$ cat config.mk
export PLATFORM = sky130hd
export DESIGN_NAME = dbi_codec
export DESIGN_NICKNAME = d
export VERILOG_FILES = /design/src/rtl/dbi_codec_pkg.sv /design/src/rtl/dbi_seg_judge.sv /design/src/rtl/dbi_encoder.sv /design/src/rtl/dbi_decoder.sv /design/src/rtl/dbi_codec.sv
export SDC_FILE = /design/constraint.sdc
export NUM_CORES = 1
export LEC_CHECK = 0
export ABC_AREA = 1
export BUFFER_PORTS_ARGS = -buffer_cell sky130_fd_sc_hd__buf_4
export CAP_MARGIN = 15
export CORE_UTILIZATION = 52
export CTS_BUF_LIST = sky130_fd_sc_hd__clkbuf_16
export DETAILED_ROUTE_END_ITERATION = 10
export PLACE_DENSITY = 0.91
export SYNTH_ARGS = -nofsm -noshare
export SYNTH_HDL_FRONTEND = slang
export SYNTH_SLANG_ARGS = --single-unit
$ cat constraint.sdc
create_clock -name clk -period 1 [get_ports clk]
set_clock_uncertainty 0.05 [all_clocks]
set_input_delay 0.2 -clock clk [delete_from_list [all_inputs] [get_ports clk]]
set_output_delay 0.2 -clock clk [all_outputs]
set_load 0.01 [all_outputs]
$ cat src/rtl/dbi_codec_pkg.sv
package dbi_codec_pkg;

    parameter int SEG_W   = 16;
    parameter int N_SEG   = 4;
    localparam int DATA_W = SEG_W * N_SEG;
    localparam int CNT_W  = $clog2(SEG_W + 1);
    localparam int LOW_LIMIT = SEG_W / 2;

    // number of logical ones (low-driven lines) in one segment
    function automatic logic [CNT_W-1:0] seg_ones(input logic [SEG_W-1:0] v);
        logic [CNT_W-1:0] n;
        n = '0;
        for (int i = 0; i < SEG_W; i++) begin
            n = n + CNT_W'(v[i]);
        end
        return n;
    endfunction

endpackage

$ cat src/rtl/dbi_seg_judge.sv
module dbi_seg_judge
    import dbi_codec_pkg::*;
(
    input  logic [SEG_W-1:0] seg_in,
    output logic [SEG_W-1:0] seg_out,
    output logic             inv_n
);
    logic [CNT_W-1:0] ones;
    logic             heavy;

    always_comb begin
        ones    = seg_ones(seg_in);
        heavy   = (ones > CNT_W'(LOW_LIMIT));
        inv_n   = ~heavy;
        seg_out = heavy ? ~seg_in : seg_in;
    end
endmodule

$ cat src/rtl/dbi_encoder.sv
module dbi_encoder
    import dbi_codec_pkg::*;
(
    input  logic              clk,
    input  logic              rst_n,
    input  logic              in_valid,
    input  logic [DATA_W-1:0] in_data,
    output logic              out_valid,
    output logic [DATA_W-1:0] out_bus,
    output logic [N_SEG-1:0]  out_inv_n
);
    logic [DATA_W-1:0] bus_d;
    logic [N_SEG-1:0]  inv_d;

    for (genvar k = 0; k < N_SEG; k++) begin : g_seg
        dbi_seg_judge u_judge (
            .seg_in  (in_data[k*SEG_W +: SEG_W]),
            .seg_out (bus_d[k*SEG_W +: SEG_W]),
            .inv_n   (inv_d[k])
        );
    end

    always_ff @(posedge clk or negedge rst_n) begin
        if (!rst_n) begin
            out_valid <= 1'b0;
            out_bus   <= '0;
            out_inv_n <= '1;
        end else begin
            out_valid <= in_valid;
            if (in_valid) begin
                out_bus   <= bus_d;
                out_inv_n <= inv_d;
            end
        end
    end
endmodule

$ cat src/rtl/dbi_decoder.sv
module dbi_decoder
    import dbi_codec_pkg::*;
(
    input  logic              clk,
    input  logic              rst_n,
    input  logic              in_valid,
    input  logic [DATA_W-1:0] in_bus,
    input  logic [N_SEG-1:0]  in_inv_n,
    output logic              out_valid,
    output logic [DATA_W-1:0] out_data
);
    logic [DATA_W-1:0] data_d;

    for (genvar k = 0; k < N_SEG; k++) begin : g_seg
        assign data_d[k*SEG_W +: SEG_W] = in_inv_n[k] ? in_bus[k*SEG_W +: SEG_W]
                                                      : ~in_bus[k*SEG_W +: SEG_W];
    end

    always_ff @(posedge clk or negedge rst_n) begin
        if (!rst_n) begin
            out_valid <= 1'b0;
            out_data  <= '0;
        end else begin
            out_valid <= in_valid;
            if (in_valid) begin
                out_data <= data_d;
            end
        end
    end
endmodule

$ cat src/rtl/dbi_codec.sv
module dbi_codec
    import dbi_codec_pkg::*;
(
    input  logic              clk,
    input  logic              rst_n,
    input  logic              tx_valid,
    input  logic [DATA_W-1:0] tx_data,
    output logic              txo_valid,
    output logic [DATA_W-1:0] txo_bus,
    output logic [N_SEG-1:0]  txo_inv_n,
    input  logic              rx_valid,
    input  logic [DATA_W-1:0] rx_bus,
    input  logic [N_SEG-1:0]  rx_inv_n,
    output logic              rxo_valid,
    output logic [DATA_W-1:0] rxo_data
);
    dbi_encoder u_enc (
        .clk       (clk),
        .rst_n     (rst_n),
        .in_valid  (tx_valid),
        .in_data   (tx_data),
        .out_valid (txo_valid),
        .out_bus   (txo_bus),
        .out_inv_n (txo_inv_n)
    );

    dbi_decoder u_dec (
        .clk       (clk),
        .rst_n     (rst_n),
        .in_valid  (rx_valid),
        .in_bus    (rx_bus),
        .in_inv_n  (rx_inv_n),
        .out_valid (rxo_valid),
        .out_data  (rxo_data)
    );
endmodule

After elaboration in Yosys (flattened, before gate mapping). Index checks and enable logic that the tools add are counted.

Add/subtract/negate cells: 60. Magnitude comparators: 4. Muxes and demuxes: 8. Bitwise operators: 12.

Operator list (count): $add A5 B1 Y5 (44); $mux W16 (8); $not A16 Y16 (8); $add A4 B1 Y5 (4); $gt A5 B4 Y1 const B (4); $add A3 B1 Y4 (4); $add A2 B1 Y3 (4); $add A1 B1 Y2 (4); $not A1 Y1 (4).

Register bits after elaboration: 134. Bits of input ports: 136. Output and inout bits: 134. Logic and storage cells: 89.

Depth between registers and ports, before layout. Gate-level depths: netlist of the first run.

Depth in word-level cells: 17. Gate-level depth with buffers: 19. Gate-level depth less buffers: 18.

Modules after synthesis. From an unflattened synthesis of the first run, not the netlist that was laid out.

Cells, all modules: 1218. Area total of the unflattened synthesis: 8969.9 um^2.

By module, submodules not included: dbi_decoder (instances 1, cells each 479, area an instance 3470.8 um^2, sequential area each 1626.6 um^2); dbi_encoder (instances 1, cells each 289, area an instance 2606.2 um^2, sequential area each 1731.7 um^2); dbi_seg_judge (u_enc.g_seg[2].u_judge ...) (instances 2, cells each 114, area an instance 739.5 um^2, sequential area each 0.0 um^2); dbi_seg_judge (u_enc.g_seg[0].u_judge ...) (instances 2, cells each 111, area an instance 706.9 um^2, sequential area each 0.0 um^2).

Worst setup path after synthesis of the first run. No wires, ideal clock.

Path kind: input to register. From: in tx_data[16]. To: reg u_enc.out_bus[23]. Library setup time: 118 ps. Data arrival time: 3547 ps. Data required time: 832 ps. Setup slack: -2715 ps. Stages: 16. Buffers on the path: 1. Cells stage by stage: inv_1 -> fa_1 -> fa_1 -> fa_1 -> fa_1 -> inv_1 -> ha_1 -> inv_1 -> fa_1 -> o21ai_0 -> nand2_1 -> nand2_2 -> buf_6 -> nand2_1 -> nand3_1 -> nand2_1.

Longest elaborated chain between the ends: 17.

RTL lines: start, declared (RTL line dbi_codec.sv:7) `input logic [DATA_W-1:0] tx_data,`; $add A1 B1 Y2 (RTL line dbi_codec_pkg.sv:14) `n = n + CNT_W'(v[i]);`; $add A2 B1 Y3 (RTL line dbi_codec_pkg.sv:14); $add A3 B1 Y4 (RTL line dbi_codec_pkg.sv:14); $add A4 B1 Y5 (RTL line dbi_codec_pkg.sv:14); $add A5 B1 Y5 (11 in series) (RTL line dbi_codec_pkg.sv:14); $gt A5 B4 Y1 (RTL line dbi_seg_judge.sv:13) `heavy = (ones > CNT_W'(LOW_LIMIT));`; $mux W16 (RTL line dbi_seg_judge.sv:15) `seg_out = heavy ? ~seg_in : seg_in;`; end signal, assigned (RTL line dbi_encoder.sv:31) `out_bus <= bus_d;`; end, declared (RTL line dbi_encoder.sv:9) `output logic [DATA_W-1:0] out_bus,`.

Every way passes these cells. A chain may end at the register's enable or synchronous reset.

Final worst setup path of the first run.
From: in tx_data[49]. To: reg u_enc.out_bus[59].

Same word-level chain as after synthesis.

==> summary.md, run 1 <==
| Metric | Value |
|---|---|
| Metal1 wirelength | 12450 µm |
| Clk Latency, worst-skew pair | 0.42 ns |
| # clock sinks | 134 |
| Post-synthesis sequential area ratio | 41.16% |
| TritonCTS buffer count | 17 |
| Yosys warns | 0 |
| DR pass1 iterations | 6 |
| Number of global-route vias before repair | 9185 |
| CP startpoint kind | input pin |
| Status | complete, but fails checks |
| Clk slew on worst S/H paths | 0.06 ns |
| Placed Area | 0.01090 mm² |
| Overall routed net length | 41800 µm |
| CP Max Fanout | 8 |
| EDFF count, synth | 0 |
| Pwr/cell area | 3099 mW/mm² |
| I/O Pins | 270 |
| Post-layout util | 91.72% |
| Cells after Synth | 942 |
| Max Root-Sink Buffers | 2 |
| Met3 routed WL | 5609 µm |
| Initial antenna violation count | 9 |
| Nets | 1569 |
| Avg WL per Cell | 26.13 µm |
| Top_reg_cell synth | dfrtp_1 |
| Port Buffer Count | 269 |
| PnR Total Power | 43370 µW |
| Max-Cap Viols | 0 |
| FMAX | 0.2369 GHz |
| Cell area after layout | 0.01399 mm² |
| Ranking of synthesized cells by instance count | nand2_1, dfrtp_1, inv_1 |
| Post-synth design cell area | 0.008159 mm² |
| Final Critical Period | 4.220 ns |
| Syn Area/Cell | 8.661 µm² |
| Core Area | 0.01526 mm² |
| Syn_nets | 1138 |
| First-pass GRT wire length | 48630 µm |
| Detailed placement HPWL | 17520 µm |
| Count leader, synth | nand2_1 |
| Data required, critical path | 1.27 ns |
| Relative slew slack | 14.58% |
| DP Worst Slack | -3.032 ns |
| Grt ovf | 0 |
| Synth top area share | 39.87% |
| GRT Total Usage | 39.96% |
| # setup viols final | 210 |
| Layout cells sized above 1 | 51.16% |
| Final hold vios | 2 |
| Final period utilization | 422.0% |
| Die X | 127.3 µm |
| Crit end category | flop |
| Detail Route Antenna Nets | 0 |
| Initial Util | 53.47% |
| Worst EP arrival | 4.49 ns |
| Clk root buf | clkbuf_16 |
| Routability congestion estimate | 0.8587 |
| Ranking of synthesized cells by area | dfrtp_1, nand2_1, fa_1 |
| Final Max Tran Viols | 0 |
| Area Growth Syn to Fin | 71.52% |
| DIE HEIGHT | 127.3 µm |
| DRC Markers | 0 |
| Peak VDD IR | 2.350 mV |
| H-Tree Depth | 4 |
| Worst Setup Path Type | in2reg |
| #FFs+latches synth | 134 |
| FFs w/ async S/R, synth | 100.0% |
| Hold Path Class | in2reg |
| CTS tree | yes |
| RSZ-0062 raised after global routing | yes |
| Row count | 45 |
| Failing checks | negative hold slack, negative setup slack |
| Top Metal Used | met5 |
| Leak | 0.007260 µW |
| Fin Hold WS | -0.01408 ns |
| Netlist cell types | 27 |
| Routed length on met2 | 19030 µm |
| Die footprint | 0.01620 mm² |
| Routed vias | 9872 |
| Pin count of the biggest net entering global routing | 56 |
| DR iter-0 viols | 1306 |
| Worst-Margin Slew | 1.268 ns |
| Setup ws final | -3.220 ns |
| Yosys top cell by area | dfrtp_1 |
| Vias per inst | 6.170 |
[where the power goes]
group / total, µW / leakage (µW) / switching (µW) / internal (µW)
Combinational: 28700 / 0.00540 / 15900 / 12800
Clock: 5760 / 0.000246 / 2640 / 3120
Sequential: 8880 / 0.00161 / 1650 / 7230
Total: 43400 / 0.00726 / 20200 / 23100
[worst paths after layout]
check / startpoint / end / slack, ns / cells past startpoint
min reg2reg: u_enc.out_inv_n[2] / u_enc.out_inv_n[2] / 0.44 / 2
max: tx_data[49] / u_enc.out_bus[59] / -3.22 / 16
max in group asynchronous: rst_n / u_dec.out_data[59] / 0.28 / 3
min: tx_data[63] / u_enc.out_bus[63] / -0.01 / 4
min in group asynchronous: rst_n / u_dec.out_data[10] / 0.11 / 2
max reg2reg: u_dec.out_data[1] / u_dec.out_data[1] / -0.48 / 3
[cell type report]
type                    count  area [µm²]
diodes                      5       12.51
well taps                 211       264.0
clock buffers              17       425.4
clock inverters            13       87.58
fillers                   511        1264
inverters                 126       548.0
repair buffers            454        4289
flip-flops and latches    134        3361
multi-input cells         640        5007
[critical path, stage by stage]
cell     delay (ns)
buf_4          0.12
inv_4          0.05
fa_2           0.61
fa_1           0.48
fa_1           0.52
fa_1           0.52
inv_1          0.10
ha_2           0.20
inv_2          0.05
fa_2           0.56
nand4_4        0.09
nand3_4        0.14
buf_12         0.15
nand3_1        0.29
nand3_2        0.30
nand2_1        0.10
[registers in the layout (all words and copies together) (netlist names)]
name and count:
u_dec.out_valid 1, u_enc.out_bus 64, u_enc.out_valid 1, u_enc.out_inv_n 4, u_dec.out_data 64
[layout by cell type (no fill, tap or decap), types with 18 or more instances in the layout]
master,count
buf_4,267
nand2_1,233
buf_6,148
dfrtp_1,128
nand3_2,87
inv_1,81
xor2_1,64
o21ai_0,60
fa_1,34
nand2_2,32
nand3_1,32
inv_2,26
nand2_4,22
nand3_4,21
clkbuf_16,18
[cells by family after synthesis]
family                     after synthesis  share of synthesized area [%]
adders and majority gates               60                          12.88
DFF                                    134                          41.16
buffers and inverters                  174                          9.063
and+or+nand+nor                        436                          25.44
xor gates and xnor gates                64                          6.870
AOI/OAI and AO/OA                       74                          4.585
[stage by stage]
step / TNS, ns / std cells / hold WS, ns
after floorplan: -175.94 / 942 / -0.1456
after detailed placement: -201.11 / 1435 / -0.02300
final: -220.48 / 1600 / -0.01408
after global placement: -194.74 / 1435 / -0.02328
after CTS: -198.72 / 1545 / 0.0001436
after global routing: -228.10 / 1597 / 0.005460
[repair_timing]
action,4_1_cts,5_1_grt
endpoints found under the setup margin,202,202
pin swaps,49,88
hold buffers,14,0
setup buffers,59,51
cloned,7,2
endpoints found under the hold margin,146,0
resized for setup,230,150
[layer usage]
layer  vias to the layer above  global-route usage [%]
met4                         8                   31.30
met3                       445                   10.55
met2                       991                   67.66
met5                         -                       0
met1                      4618                   42.56
li1                       3810                       -
(Power assumes the default switching activity.)
==> run 2, diff against run 1 <==
- PLACE_DENSITY: 0.91 -> 0.85
==> summary.md, run 2 (synthesized netlist as in run 1, its figures left out) <==
| Metric | Value |
|---|---|
| Layout cells sized above 1 | 48.43% (-2.7 points) |
| Max-Cap Viols | 0 (unchanged) |
| Die X | 127.3 µm (unchanged) |
| DR pass1 iterations | 5 (-1) |
| # clock sinks | 134 (unchanged) |
| H-Tree Depth | 4 (unchanged) |
| Status | complete, but fails checks |
| Critical Path Source | tx_data[51] |
| Data required, critical path | 1.24 ns (-0.03 ns) |
| Post-layout util | 89.73% (-2.0 points) |
| Final period utilization | 459.8% (+38 points) |
| Leak | 0.007125 µW (-1.9%) |
| Final Max Tran Viols | 0 (unchanged) |
| TritonCTS buffer count | 17 (unchanged) |
| Worst-Margin Slew | 0.5094 ns (-0.7586 ns) |
| DRC Markers | 0 (unchanged) |
| FMAX | 0.2175 GHz (-8.2%) |
| Avg WL per Cell | 23.64 µm (-9.5%) |
| Overall routed net length | 37440 µm (-10%) |
| Detail Route Antenna Nets | 0 (unchanged) |
| Combinational group share of total power | 64.3% (-1.9 points) |
| Worst EP arrival | 4.84 ns (+0.35 ns) |
| Core Area | 0.01526 mm² (unchanged) |
| PnR Total Power | 41320 µW (-4.7%) |
| Initial antenna violation count | 2 (-7) |
| Clk root buf | clkbuf_16 |
| Port Buffer Count | 269 (unchanged) |
| Nets | 1554 (-0.96%) |
| CP startpoint kind | input pin |
| Max Root-Sink Buffers | 2 (unchanged) |
| Initial Util | 53.47% (unchanged) |
| Top flop regs | u_dec.out_data: 64 flops, u_enc.out_bus: 64 flops, u_enc.out_inv_n: 4 flops |
| FILL cells | 603 (+18%) |
| Relative slew slack | 65.94% (+51 points) |
| Number of global-route vias before repair | 8484 (-7.6%) |
| Setup ws final | -3.598 ns (-0.3773 ns) |
| Pin count of the biggest net entering global routing | 66 (+18%) |
| GRT Total Usage | 35.25% (-4.7 points) |
| Vias per inst | 5.910 (-4.2%) |
| Hold path start | rx_bus[29] |
| Flop2flop setup slack | -0.06 ns (+0.42 ns) |
| DIE HEIGHT | 127.3 µm (unchanged) |
| First-pass GRT wire length | 43200 µm (-11%) |
| Placed cells | 1433 (-0.14%) |
| R2R depth | 4 (+1) |
| Die footprint | 0.01620 mm² (unchanged) |
| Pint | 22590 µW (-2.4%) |
| CP Max Fanout | 4 (-4) |
| Clk Latency, worst-skew pair | 0.43 ns (about the same) |
| Routed vias | 9362 (-5.2%) |
| Detailed placement HPWL | 16390 µm (-6.4%) |
| Pwr/cell area | 3018 mW/mm² (-2.6%) |
| Commonest non-fill, non-tap cell in the layout | buf_4 |
| Worst Setup Path Type | in2reg |
| DR iter-0 viols | 1035 (-21%) |
| Grt ovf | 0 (unchanged) |
| Final Critical Period | 4.598 ns (+0.3773 ns) |
| Reg-to-Reg Start | u_dec.out_data[5] |
| Psw | 18730 µW (-7.4%) |
| Commonest non-fill, non-tap cells in the layout | buf_4, nand2_1, buf_6 |
| # setup viols final | 205 (-2.4%) |
| Hold Path Class | in2reg |
| Clk slew on worst S/H paths | 0.06 ns (about the same) |
| Sequential Area | 0.003358 mm² (about the same) |
| Failing checks | negative hold slack, negative setup slack |
| Fin cells | 1584 (-1.0%) |
| Sw Share | 45.33% (-1.3 points) |
| Row count | 45 (unchanged) |
| Area Growth Syn to Fin | 67.80% |
| Min-Delay Path Depth | 3 (-1) |
| Worst hold endpoint | u_dec.out_data[29] |
| Fin Hold WS | -0.01094 ns (+0.003140 ns) |
| R2R Path End | u_dec.out_data[5] |
| Clk pwr share | 14.5% (+1.2 points) |
| Multi-input logic area | 0.004758 mm² (-5.0%) |
| Peak VDD IR | 2.848 mV (+21%) |
| Routability congestion estimate | 0.8593 (about the same) |
| RSZ-0062 raised after global routing | yes |
| Reg power frac | 21.2% (+0.7 points) |
| Final hold vios | 1 (-1) |
| I/O Pins | 270 (unchanged) |
| Crit end category | flop |
| CTS tree | yes |
-- run 2: cell count changes in the layout (fill, tap and decap cells not counted), sizes merged --
cell,delta
buf,-12
diode,-3
bufinv,+1
clkbuf,-1
clkinv,+1
dlygate4sd3,-1
nand2,-1
-- run 2: cell type report --
cell class / instances / area share [%]
diodes: 2 / 0.03656
clock buffers: 17 / 3.107
clock inverters: 15 / 0.8499
inverters: 126 / 4.021
multi-input cells: 639 / 34.76
flip-flops and latches: 134 / 24.53
well taps: 211 / 1.928
repair buffers: 440 / 30.77
-- run 2: worst max path at each step --
stage / endpoint / cells past startpoint
6_report: u_enc.out_bus[52] / 19
3_5_place_dp: u_enc.out_bus[21] / 16
2_1_floorplan: u_enc.out_bus[25] / 16
3_3_place_gp: u_enc.out_bus[19] / 16
5_1_grt: u_enc.out_bus[52] / 19
4_1_cts: u_enc.out_bus[17] / 16
-- run 2: per-stage QoR --
stage / worst slack, ns / area (µm²) / setup TNS, ns / hold slack, ns
after floorplan: -2.656 / 8288 / -175.94 / -0.1456
after global placement: -2.926 / 10920 / -194.52 / 0.04354
after detailed placement: -2.981 / 10920 / -197.99 / 0.03954
after CTS: -2.537 / 12900 / -195.17 / 0.0003113
after global routing: -3.710 / 13690 / -229.96 / 0.004773
final: -3.598 / 13690 / -221.24 / -0.01094
-- run 2: power groups by stage --
stage,logic [µW],clock network (µW),registers [µW]
final,26600,6000,8750
after global routing,27900,6210,8840
after CTS,21400,5850,8510
after floorplan,9900,0,9000
after global placement,16300,0,8240
after detailed placement,16800,0,8270
-- run 2: timing repair --
item,CTS,global route
setup buffers,44,56
hold buffers,13,0
cloned,4,3
endpoints found under the setup margin,202,202
resized for setup,235,94
hold endpoints to repair,143,0
pin swaps,60,75
-- run 2: routing by layer --
layer,GRT usage [%],share of wire [%],vias up
li1,-,-,3786
met1,39.08,32,4454
met2,59.92,46,781
met3,8.543,12,339
met4,24.51,9.5,2
met5,0,0.032,-
-- run 2: worst max-delay path, cell delays in order --
cell and delay (ns):
buf_4 0.13, inv_2 0.08, fa_1 0.46, fa_1 0.57, fa_1 0.84, fa_1 0.69
inv_2 0.16, ha_4 0.17, inv_4 0.04, fa_2 0.40, inv_2 0.10, nand2_2 0.08
nand4_4 0.11, nand3_4 0.11, buf_8 0.17, nand2_8 0.09, nand2_1 0.05, nand3_1 0.24
nand2_1 0.14
==> run 3, diff against run 2 <==
- CORE_ASPECT_RATIO: unset -> 1.75
==> summary.md, run 3 (synthesized netlist as in run 1, its figures left out) <==
| Metric | Value |
|---|---|
| Status | complete, but fails checks |
| Failing checks | negative setup slack |
| Worst Path Buf+Inv | 5 (-1) |
| Initial Util | 53.02% (-0.46 points) |
| Final Max Tran Viols | 0 (unchanged) |
| Initial antenna violation count | 0 (-2) |
| Max incr delay on CP | 0.57 ns (-0.27 ns) |
| # setup viols final | 204 (-0.49%) |
| CP Max Fanout | 8 (+4) |
| DRC Markers | 0 (unchanged) |
| Top flop regs | u_dec.out_data: 64 flops, u_enc.out_bus: 64 flops, u_enc.out_inv_n: 4 flops |
| Die footprint | 0.01622 mm² (+0.13%) |
| Port Buffer Count | 269 (unchanged) |
| Avg WL per Cell | 22.77 µm (-3.7%) |
| Area Growth Syn to Fin | 71.55% |
| DR iter-0 viols | 653 (-37%) |
| Final Critical Period | 3.858 ns (-0.7399 ns) |
| Data required, critical path | 1.24 ns (about the same) |
| Pin count of the biggest net entering global routing | 50 (-24%) |
| Peak VDD IR | 2.754 mV (-3.3%) |
| Leak | 0.007302 µW (+2.5%) |
| I/O Pins | 270 (unchanged) |
| Core Area | 0.01539 mm² (+0.86%) |
| TritonCTS buffer count | 17 (unchanged) |
| Clk root buf | clkbuf_16 |
| Crit-path leading delay family | adder cells |
| Clk slew on worst S/H paths | 0.06 ns (about the same) |
| RSZ-0062 raised after global routing | yes |
| Die X | 96.69 µm (-24%) |
| H-Tree Depth | 4 (unchanged) |
| Pwr/cell area | 3030 mW/mm² (+0.40%) |
| CTS tree | yes |
| Overall routed net length | 35980 µm (-3.9%) |
| Routability congestion estimate | 0.9051 (+5.3%) |
| Relative slew slack | 78.52% (+13 points) |
| Hold Path Class | in2reg |
| CP most frequent cell | fa_1 |
| Vias per inst | 5.804 (-1.8%) |
| Number of global-route vias before repair | 9311 (+9.7%) |
| First-pass GRT wire length | 46680 µm (+8.1%) |
| Worst-Margin Slew | 0.3189 ns (-0.1905 ns) |
| Nets | 1578 (+1.5%) |
| Clk Latency, worst-skew pair | 0.41 ns (-0.02 ns) |
| DR pass1 iterations | 6 (+1) |
| Final period utilization | 385.8% (-74 points) |
| CP startpoint kind | input pin |
| Commonest non-fill, non-tap cells in the layout | buf_4, nand2_1, buf_6 |
| Row count | 60 (+33%) |
| Detail Route Antenna Nets | 0 (unchanged) |
| Layout cells sized above 1 | 51.00% (+2.6 points) |
| Max-Cap Viols | 0 (unchanged) |
| Cell area after layout | 0.01400 mm² (+2.2%) |
| Setup ws final | -2.858 ns (+0.7399 ns) |
| Worst EP arrival | 4.10 ns (-0.74 ns) |
| Crit end category | flop |
| Worst Setup Path Type | in2reg |
| FMAX | 0.2592 GHz (+19%) |
| # clock sinks | 134 (unchanged) |
| Slowest cell on crit path | fa_2 |
| DIE HEIGHT | 167.7 µm (+32%) |
| Commonest non-fill, non-tap cell in the layout | buf_4 |
| GRT Total Usage | 36.87% (+1.6 points) |
| Final hold vios | 0 (-1) |
| Detailed placement HPWL | 18090 µm (+10%) |
| N_diodes | 0 (-2) |
| Critical-path cell list | buf_4 > inv_1 > fa_1 > fa_1 > fa_1 > fa_1 > inv_1 > ha_2 > inv_2 > fa_2 > nand4_4 > nand3_4 > buf_12 > nand3_1 > nand3_2 > nand2_1 |
| Placed Area | 0.01100 mm² (+0.68%) |
| Max Root-Sink Buffers | 2 (unchanged) |
| Grt ovf | 0 (unchanged) |
| DP Worst Slack | -2.985 ns (-0.003020 ns) |
| Routed vias | 9171 (-2.0%) |
run 3: final timing paths:
| path | startpoint | endpoint | slack, ns | depth (start not counted) |
|---|---|---|---|---|
| max | tx_data[37] | u_enc.out_bus[39] | -2.86 | 16 |
| min | tx_data[40] | u_enc.out_bus[40] | 0.007 | 4 |
| max reg2reg | u_dec.out_data[12] | u_dec.out_data[12] | -0.05 | 4 |
| min reg2reg | u_enc.out_bus[42] | u_enc.out_bus[42] | 0.46 | 2 |
| max in group asynchronous | rst_n | u_enc.out_inv_n[3] | 0.20 | 3 |
| min in group asynchronous | rst_n | u_dec.out_data[19] | 0.18 | 2 |
run 3: where the power goes:
part	internal [µW]	switching [µW]
sequential	7230	1500
combinational	12500	14400
clock	4000	2770
run 3: what timing repair did:
action	in CTS	in global routing
pin swaps	45	77
gates resized for setup	247	105
endpoints found under the setup margin	202	202
endpoints found under the hold margin	139	0
hold buffers	10	0
buffers inserted	53	53
gates cloned	4	3
run 3: metrics by stage:
| stage | TNS (ns) | hold WS (ns) | instances | utilization, % | power [µW] |
|---|---|---|---|---|---|
| final | -209.95 | 0.006854 | 1580 | 90.95 | 42410 |
| after global placement | -193.65 | 0.02151 | 1427 | 71.45 | 24620 |
| after detailed placement | -199.70 | 0.02247 | 1427 | 71.45 | 25390 |
| after global routing | -219.47 | 0.01540 | 1580 | 90.95 | 44150 |
| after floorplan | -175.94 | -0.1456 | 942 | - | 18900 |
| after CTS | -196.20 | 0.001504 | 1525 | 85.42 | 37100 |
run 3: area by class of cell:
class	count	area (µm²)
multi-input combinational	639	4895
sequential	134	3358
timing repair buffer	464	4350
fill	571	1393
clock buffer	17	425.4
clock inverter	14	187.7
inverter	126	548.0
tap	186	232.7
run 3: per-layer routing:
layer  up-vias  share of wire, %  global-route usage [%]
met5         -                 0                       0
met4         0               9.8                   26.80
met3       297               7.7                   7.679
met2       680                52                   65.95
met1      4374                31                   37.55
li1       3820                 -                       -
run 3: worst reg2reg max path, stage by stage, from the launching register on:
cell and delay, ns:
dfrtp_1 0.40, buf_4 0.14, buf_4 0.12, nand2_1 0.07, o21ai_0 0.12
